===== config.mk =====
export PLATFORM = sky130hd
export DESIGN_NAME = mash_modulator
export DESIGN_NICKNAME = d
export VERILOG_FILES = /design/src/rtl/mash_pkg.sv /design/src/rtl/mash_cfg.sv /design/src/rtl/mash_stage.sv /design/src/rtl/mash_ncl.sv /design/src/rtl/mash_modulator.sv
export SDC_FILE = /design/constraint.sdc
export NUM_CORES = 1
export LEC_CHECK = 0
export ABC_AREA = 1
export BUFFER_PORTS_ARGS = -buffer_cell sky130_fd_sc_hd__clkbuf_2
export CAP_MARGIN = 0
export CORE_ASPECT_RATIO = 1.2
export CORE_UTILIZATION = 35
export CTS_BUF_LIST = sky130_fd_sc_hd__clkbuf_4 sky130_fd_sc_hd__clkbuf_8
export CTS_CLUSTER_DIAMETER = 50
export DETAILED_ROUTE_END_ITERATION = 10
export REMOVE_ABC_BUFFERS = 1
export SLEW_MARGIN = 20
export SYNTH_ARGS = -nofsm -noshare
export SYNTH_HDL_FRONTEND = slang
export SYNTH_HIERARCHICAL = 1
export SYNTH_SLANG_ARGS = --single-unit
export TNS_END_PERCENT = 100

===== constraint.sdc =====
create_clock -name clk -period 16.76 [get_ports clk]
set_clock_uncertainty 0.1 [all_clocks]
set_input_delay 3.352 -clock clk [delete_from_list [all_inputs] [get_ports clk]]
set_output_delay 3.352 -clock clk [all_outputs]
set_load 0.005 [all_outputs]

===== src/rtl/mash_pkg.sv =====
`timescale 1ns/1ps
package mash_pkg;
    localparam int N_W     = 19;
    localparam int F_W     = 32;
    localparam int MAX_ORD = 4;
    localparam int ADDR_W  = 3;
    localparam int ORD_W   = 3;
    localparam int OFS_W   = MAX_ORD + 2;

    localparam logic [ADDR_W-1:0] A_INT  = 3'd0;
    localparam logic [ADDR_W-1:0] A_NUM  = 3'd1;
    localparam logic [ADDR_W-1:0] A_DEN  = 3'd2;
    localparam logic [ADDR_W-1:0] A_SEED = 3'd3;
    localparam logic [ADDR_W-1:0] A_CTRL = 3'd4;

    localparam int C_RUN_BIT  = 3;
    localparam int C_SEED_BIT = 4;

    localparam logic [N_W-1:0] N_RST = N_W'(100);

    typedef struct packed {
        logic [N_W-1:0]   n;
        logic [F_W-1:0]   num;
        logic [F_W-1:0]   den;
        logic [F_W-1:0]   seed;
        logic [ORD_W-1:0] order;
        logic             run;
        logic             seed_en;
    } cfg_t;

    // Reserved codes fall back to integer division.
    function automatic logic [ORD_W-1:0] eff_order(logic [ORD_W-1:0] o);
        return (int'(o) > MAX_ORD) ? '0 : o;
    endfunction

    function automatic int ofs_lo(logic [ORD_W-1:0] o);
        int e;
        e = int'(eff_order(o));
        return (e == 0) ? 0 : 1 - (1 << (e - 1));
    endfunction

    function automatic int ofs_hi(logic [ORD_W-1:0] o);
        int e;
        e = int'(eff_order(o));
        return (e == 0) ? 0 : (1 << (e - 1));
    endfunction

    function automatic int binom(int n, int k);
        int r;
        r = 1;
        for (int i = 0; i < k; i++) r = r * (n - i) / (i + 1);
        return r;
    endfunction
endpackage


===== src/rtl/mash_cfg.sv =====
`timescale 1ns/1ps
module mash_cfg
    import mash_pkg::*;
(
    input  logic              clk,
    input  logic              rst,
    input  logic              wr_en,
    input  logic [ADDR_W-1:0] wr_addr,
    input  logic [F_W-1:0]    wr_data,
    output cfg_t              cfg,
    output logic              restart
);
    always_ff @(posedge clk) begin
        if (rst) begin
            cfg.n       <= N_RST;
            cfg.num     <= '0;
            cfg.den     <= '1;
            cfg.seed    <= '0;
            cfg.order   <= '0;
            cfg.run     <= 1'b1;
            cfg.seed_en <= 1'b0;
            restart     <= 1'b1;
        end else begin
            restart <= wr_en;
            if (wr_en) begin
                case (wr_addr)
                    A_INT:  cfg.n    <= wr_data[N_W-1:0];
                    A_NUM:  cfg.num  <= wr_data;
                    A_DEN:  cfg.den  <= wr_data;
                    A_SEED: cfg.seed <= cfg.seed + wr_data;
                    A_CTRL: begin
                        cfg.order   <= wr_data[ORD_W-1:0];
                        cfg.run     <= wr_data[C_RUN_BIT];
                        cfg.seed_en <= wr_data[C_SEED_BIT];
                    end
                    default: ;
                endcase
            end
            // Parked modulator empties the seed and discards seed writes.
            if (!cfg.run) cfg.seed <= '0;
        end
    end


    seed_park_chk: assert property (@(posedge clk) disable iff (rst)
        !cfg.run |=> cfg.seed == '0);
endmodule


===== src/rtl/mash_stage.sv =====
`timescale 1ns/1ps
module mash_stage
    import mash_pkg::*;
(
    input  logic           clk,
    input  logic           rst,
    input  logic           hold,
    input  logic [F_W-1:0] load_val,
    input  logic [F_W-1:0] add_in,
    input  logic [F_W-1:0] den,
    output logic [F_W-1:0] st_q,
    output logic [F_W-1:0] res,
    output logic           carry
);
    logic [F_W:0]   sum;
    logic [F_W-1:0] dif;

    always_comb begin
        sum   = {1'b0, st_q} + {1'b0, add_in};
        dif   = sum[F_W-1:0] - den;
        carry = (sum >= {1'b0, den});
        res   = carry ? dif : sum[F_W-1:0];
    end

    always_ff @(posedge clk) begin
        if (rst)       st_q <= '0;
        else if (hold) st_q <= load_val;
        else           st_q <= res;
    end


    residue_chk: assert property (@(posedge clk) disable iff (rst)
        (!hold && add_in < den && st_q < den) |=> st_q < den);
endmodule


===== src/rtl/mash_ncl.sv =====
`timescale 1ns/1ps
module mash_ncl
    import mash_pkg::*;
#(
    parameter int ORD = MAX_ORD
) (
    input  logic                    clk,
    input  logic                    rst,
    input  logic                    hold,
    input  logic [ORD-1:0]          carry,
    input  logic [ORD_W-1:0]        order,
    output logic signed [OFS_W-1:0] ofs
);
    logic signed [OFS_W-1:0] term [ORD];

    assign term[0] = {{(OFS_W-1){1'b0}}, carry[0]};

    // Stage k carry passes through (1 - z^-1)^(k-1).
    for (genvar k = 2; k <= ORD; k++) begin : g_diff
        logic [k-2:0]            sh_q;
        logic [k-1:0]            win;
        logic signed [OFS_W-1:0] t;

        assign win = {sh_q, carry[k-1]};

        always_ff @(posedge clk) begin
            if (rst || hold) sh_q <= '0;
            else             sh_q <= win[k-2:0];
        end

        always_comb begin
            t = '0;
            for (int j = 0; j < k; j++) begin
                if (win[j]) begin
                    if (j % 2 == 1) t = t - OFS_W'(binom(k - 1, j));
                    else            t = t + OFS_W'(binom(k - 1, j));
                end
            end
        end

        assign term[k-1] = t;
    end

    always_comb begin
        ofs = '0;
        for (int k = 0; k < ORD; k++)
            if (k < int'(eff_order(order))) ofs = ofs + term[k];
    end
endmodule


===== src/rtl/mash_modulator.sv =====
`timescale 1ns/1ps
module mash_modulator
    import mash_pkg::*;
#(
    parameter int ORDERS = MAX_ORD
) (
    input  logic              clk,
    input  logic              rst,
    input  logic              wr_en,
    input  logic [ADDR_W-1:0] wr_addr,
    input  logic [F_W-1:0]    wr_data,
    output logic [N_W-1:0]    div_out
);
    cfg_t                    cfg;
    logic                    restart;
    logic                    hold;
    logic [F_W-1:0]          seed_ld;
    logic [F_W-1:0]          add_v  [ORDERS];
    logic [F_W-1:0]          load_v [ORDERS];
    logic [F_W-1:0]          st_v   [ORDERS];
    logic [F_W-1:0]          res_v  [ORDERS];
    logic [ORDERS-1:0]       cy;
    logic signed [OFS_W-1:0] ofs;

    mash_cfg u_cfg (
        .clk     (clk),
        .rst     (rst),
        .wr_en   (wr_en),
        .wr_addr (wr_addr),
        .wr_data (wr_data),
        .cfg     (cfg),
        .restart (restart)
    );

    assign hold    = restart || !cfg.run;
    assign seed_ld = (cfg.seed >= cfg.den) ? cfg.seed - cfg.den : cfg.seed;

    for (genvar k = 0; k < ORDERS; k++) begin : g_acc
        if (k == 0) begin : g_first
            assign add_v[k]  = cfg.num;
            assign load_v[k] = cfg.seed_en ? seed_ld : '0;
        end else begin : g_next
            assign add_v[k]  = res_v[k-1];
            assign load_v[k] = '0;
        end

        mash_stage u_stage (
            .clk      (clk),
            .rst      (rst),
            .hold     (hold),
            .load_val (load_v[k]),
            .add_in   (add_v[k]),
            .den      (cfg.den),
            .st_q     (st_v[k]),
            .res      (res_v[k]),
            .carry    (cy[k])
        );
    end

    mash_ncl #(.ORD(ORDERS)) u_ncl (
        .clk   (clk),
        .rst   (rst),
        .hold  (hold),
        .carry (cy),
        .order (cfg.order),
        .ofs   (ofs)
    );

    always_ff @(posedge clk) begin
        if (rst)       div_out <= N_RST;
        else if (hold) div_out <= cfg.n;
        else           div_out <= cfg.n + N_W'(ofs);
    end

    logic signed [N_W-1:0] dev;
    assign dev = div_out - cfg.n;


    ofs_range_chk: assert property (@(posedge clk) disable iff (rst)
        !restart |-> (int'(dev) >= ofs_lo(cfg.order) && int'(dev) <= ofs_hi(cfg.order)));


    int_mode_chk: assert property (@(posedge clk) disable iff (rst)
        (eff_order(cfg.order) == '0 && !wr_en) |=> div_out == cfg.n);


    parked_chk: assert property (@(posedge clk) disable iff (rst)
        (!cfg.run && !wr_en) |=> div_out == cfg.n);
endmodule


==> flow_summary.ini, run 1 <==
[status]
status = finished, final reports clean

[timing]
hold_violations = 0
min_period_ps = 15950
max_freq_ghz = 0.0627
setup_viol = 0
worst_slack_ps = 810
finalCritPeriodShare = 0.952
maxSlewViolCount = 0
tightest_slew_ps = 1130
max-slew-margin-rel = 0.248

[global_routing]
globalRouteMet2Util = 0.529
met1_usage = 0.328
grt_use_total = 0.294
grt_max_degree = 90
grt_pass1_vias = 45400
antenna_found_initial = 11
global_route.usage.met3 = 0.0353
grt.busiest_layer = met2
grt_pass1_wl_um = 257000
gr-total-overflow = 0

[critical_path]
cp_slowest_cell = fa_1
worstPathArrival_ps = 16520
required_ps = 17320
crit_fanout = 9
path_class = flop to flop
critPathLaunchType = flop
critPathMaxStageDelay_ps = 530
cp-end-kind = flop
cp_common_cell = nand2_1

[layout]
area_growth_pct = 31.9
nFillCells = 12200
drive_above_1_share = 0.207
nNetsFinal = 8749
final_common_cell = nand2_1
layout_common_cells = nand2_1, inv_1, nor2_1
final_util = 0.468
multi_input_area_um2 = 31000
stdcell_area_um2 = 52300
seqCellArea_um2 = 5490

[logic_synthesis]
netlist_area_um2 = 39600
avgSynthCellArea_um2 = 5.37
synth_warnings = 6
synth_cells = 7386

[power_and_ir_drop]
cellPowerDensity_nw_per_um2 = 132
pwr-share-seq = 0.109
power_switching_w = 0.00332
power_frac_comb = 0.746
p_int_w = 0.00356
pwr-share-clk = 0.145
switching_share = 0.482
peakVddDrop_mv = 0.108
p_leak_nw = 32.0

[clock_tree]
postCtsHoldBufs = 0
cts_buffer_depth = 3
path_clk_slew_ps = 60
htreeDepth = 3
cts_tree = built
clock_sinks = 274
cts_buffers = 69
clock_latency_ps = 750
cts-root-buf = clkbuf_8

[job]
drv_cap = 0

[die]
die_y_um = 371
die_w_um = 309
fp.coreArea_um2 = 112000
initial_core_util = 0.355
dieArea_um2 = 115000
io_pins = 57
rows = 134

[drt]
via_per_inst = 4.79
totalWireLength_um = 173000
dr.pass1.iters = 6
drtAntennaViolNets = 0
drt_iter0_drc = 3118
drcViolationCount = 0
num_vias = 47300
wl_per_cell_um = 17.5

[placed_design]
place.gp.congestion = 1.04
placed_area_um2 = 47600
hpwlAfterDp_um = 143000
dp_slack_ps = -301
io_buffer_count = 56

[worst_hold_path]
hold_class = flop to flop
[final timing paths]
check / startpoint / to / slack (ps) / depth (start not counted)
max: u_cfg/cfg[69] / div_out[12] / 810 / 108
min: u_ncl/g_diff[3].sh_q[0] / u_ncl/g_diff[3].sh_q[1] / 380 / 2
max reg2reg: u_cfg/cfg[69] / div_out[12] / 810 / 108
min reg2reg: u_ncl/g_diff[3].sh_q[0] / u_ncl/g_diff[3].sh_q[1] / 380 / 2
[power by group through the flow]
stage               combinational (W)  sequential, W  clock, W
finish                        0.00514       0.000747  0.000998
global route                  0.00555       0.000749   0.00106
CTS                           0.00461       0.000738   0.00103
detailed placement            0.00456       0.000751         0
global placement              0.00455       0.000752         0
floorplan                     0.00232       0.000735         0
[what timing repair did]
item | 4_1_cts | 5_1_grt
hold endpoints to repair | 0 | 0
setup endpoints to repair | 14 | 18
gates cloned | 1 | 6
setup buffers | 1 | 43
resized for setup | 20 | 462
pin swaps | 2 | 63
[registers in the layout (all words and copies together), names as in the netlist]
register / flops
g_acc.u_stage/st_q: 128
u_cfg/cfg: 120
div_out: 19
u_ncl/g_diff.sh_q: 6
u_cfg/restart: 1
[metrics by stage]
step                instances  hold slack, ps  total power (W)  TNS [ps]
finish                   9888             375          0.00688         0
floorplan                7365             325          0.00306         0
global route             9887             405          0.00736     -1500
detailed placement       9713             352          0.00531     -3160
global placement         9713             345          0.00531     -4080
CTS                      9835             381          0.00637         0
[metal layers]
layer	share of wire	vias up
li1	-	24300
met1	0.39	21300
met2	0.48	1241
met3	0.050	479
met4	0.074	0
met5	0	-
[final cells by class]
type / instances / area share
tap: 1496 / 0.0358
antenna: 4 / 0.000191
inverter: 1463 / 0.105
timing repair buffer: 898 / 0.131
clock inverter: 26 / 0.00730
clock buffer: 94 / 0.0234
sequential: 274 / 0.105
multi-input combinational: 5633 / 0.592
[worst max-delay path: cells and delay by family, from the launching register on]
kind            cells  cell delay (ps)
compound gates      5              850
xor+xnor            4              740
fa+ha+maj          14             4380
buf+inv            15             1650
flops               1              310
simple gates       70             7770
Power figures use the tool's default switching activity.
==> run 2: changes to the inputs <==
PLACE_DENSITY = 0.47   (was unset)
==> run 2 against run 1 <==
Effect of this change:
- fmax rose by 0.14%
- clock-buffer cell count shrank 4
- sequential power rose by 0.5%
- largest power group unchanged
- critical path depth grew 5
- combinational power about the same
- clock power down 2.6%
- via count fell by 2.0%
- worst setup slack better by 22 ps
- first-iteration DRC count rose by 8.1%
- core utilization fell by 0.54 points
- sequential cell count unchanged
- final cell count down 0.43%
- critical endpoint is now div_out[10]
==> flow_summary.ini, run 2 (synthesis results as in run 1) <==
[status]
status = finished, final reports clean

[placed_design]
place.gp.congestion = 0.975
hpwlAfterDp_um = 146000
io_buffer_count = 56
placed_area_um2 = 47300

[die]
fp.coreArea_um2 = 112000
initial_core_util = 0.355
dieArea_um2 = 115000
io_pins = 57
die_y_um = 371
die_w_um = 309
rows = 134

[critical_path]
ff2ff_path_depth = 113
cp_common_cell = nand2_1
cp_slowest_cell = fa_1
path_class = flop to flop
worstPathArrival_ps = 16470
reg2reg_slack_ps = 830
r2r_start = u_cfg/cfg[69]
critPathMaxStageDelay_ps = 460
worst_r2r_endpoint = div_out[10]
critPathLaunchType = flop
crit_fanout = 13
cp-end-kind = flop
required_ps = 17300

[layout]
stdcell_area_um2 = 51700
drive_above_1_share = 0.199
layout_common_cells = nand2_1, inv_1, nor2_1
largest_reg_flops = 128
final_util = 0.462
nNetsFinal = 8704
area_growth_pct = 30.4
nFillCells = 12500
final_common_cell = nand2_1
top_register = g_acc.u_stage/st_q
reg_top3 = g_acc.u_stage/st_q x128, u_cfg/cfg x120, div_out x19

[timing]
hold_violations = 0
tightest_slew_ps = 1070
setup_viol = 0
max-slew-margin-rel = 0.284
maxSlewViolCount = 0
min_period_ps = 15930
finalCritPeriodShare = 0.950
max_freq_ghz = 0.0628

[drt]
via_per_inst = 4.71
dr.pass1.iters = 5
drcViolationCount = 0
totalWireLength_um = 176000
drtAntennaViolNets = 0
num_vias = 46400
drt_iter0_drc = 3372
wl_per_cell_um = 17.9

[clock_tree]
postCtsHoldBufs = 0
clock_latency_ps = 760
cts-root-buf = clkbuf_8
cts_buffer_depth = 3
cts_tree = built
path_clk_slew_ps = 60
cts_buffers = 67
clock_sinks = 274
htreeDepth = 3

[worst_hold_path]
hold_class = flop to flop
min_path_cells = 2
worstHoldEndpoint = u_ncl/g_diff[3].sh_q[1]
hold_start = u_ncl/g_diff[3].sh_q[0]

[job]
drv_cap = 0

[power_and_ir_drop]
p_leak_nw = 31.8
peakVddDrop_mv = 0.0982
cellPowerDensity_nw_per_um2 = 133

[global_routing]
grt_pass1_vias = 43900
grt_pass1_wl_um = 260000
gr-total-overflow = 0
grt_use_total = 0.301
antenna_found_initial = 7
grt_max_degree = 66
run 2: repair_timing:
item,CTS,global route
buffers inserted,0,46
hold endpoints to repair,0,0
setup endpoints to repair,12,18
pin swaps,0,56
cloned,0,7
gates resized for setup,7,427
run 2: layout make-up:
| cell class | count | area, um^2 | share of cell area |
|---|---|---|---|
| antenna | 7 | 17.5 | 0.000339 |
| clock buffer | 90 | 1160 | 0.0225 |
| clock inverter | 27 | 388 | 0.00750 |
| inverter | 1463 | 5500 | 0.106 |
| multi-input combinational | 5631 | 30700 | 0.594 |
| sequential | 274 | 5490 | 0.106 |
| tap | 1496 | 1870 | 0.0362 |
| timing repair buffer | 857 | 6580 | 0.127 |
run 2: worst max-delay path: cells and delay by family, from the launching register on:
family | cells | cell delay, ps
xor gates and xnor gates | 4 | 710
DFF | 1 | 310
and+or+nand+nor | 72 | 7350
adders and majority gates | 15 | 4500
buffers and inverters | 18 | 2120
AOI/OAI and AO/OA | 4 | 700
run 2: where the power goes:
group          switching [W]  internal (W)
sequential         0.0000472      0.000704
combinational        0.00289       0.00224
clock               0.000393      0.000580
total                0.00333       0.00352
run 2: worst max-delay path by stage:
stage	cells after the start	start	slack [ps]	endpoint
2_1_floorplan	118	u_cfg/cfg[69]	1350	div_out[12]
3_3_place_gp	112	u_cfg/cfg[69]	-120	div_out[12]
3_5_place_dp	110	u_cfg/cfg[69]	-90	div_out[12]
4_1_cts	116	u_cfg/cfg[69]	8	div_out[12]
5_1_grt	119	u_cfg/cfg[69]	-90	div_out[14]
6_report	113	u_cfg/cfg[69]	830	div_out[10]
run 2: stage by stage:
step                      instances  power, W  hold slack (ps)  worst slack [ps]  setup TNS, ps
after CTS                      9785   0.00646              358              7.57              0
after detailed placement       9668   0.00544              349             -90.4           -599
final                          9845   0.00686              356               832              0
after global routing           9839   0.00737              375             -90.4           -334
after floorplan                7365   0.00306              325              1350              0
after global placement         9668   0.00545              338              -122           -956
run 2: routing by layer:
| layer | global-route usage | vias up | part of all wire |
|---|---|---|---|
| met1 | 0.377 | 20900 | 0.44 |
| met3 | 0.0337 | 279 | 0.047 |
| met5 | 0 | - | 0 |
| met4 | 0.136 | 0 | 0.049 |
| li1 | - | 24200 | - |
| met2 | 0.514 | 1069 | 0.47 |
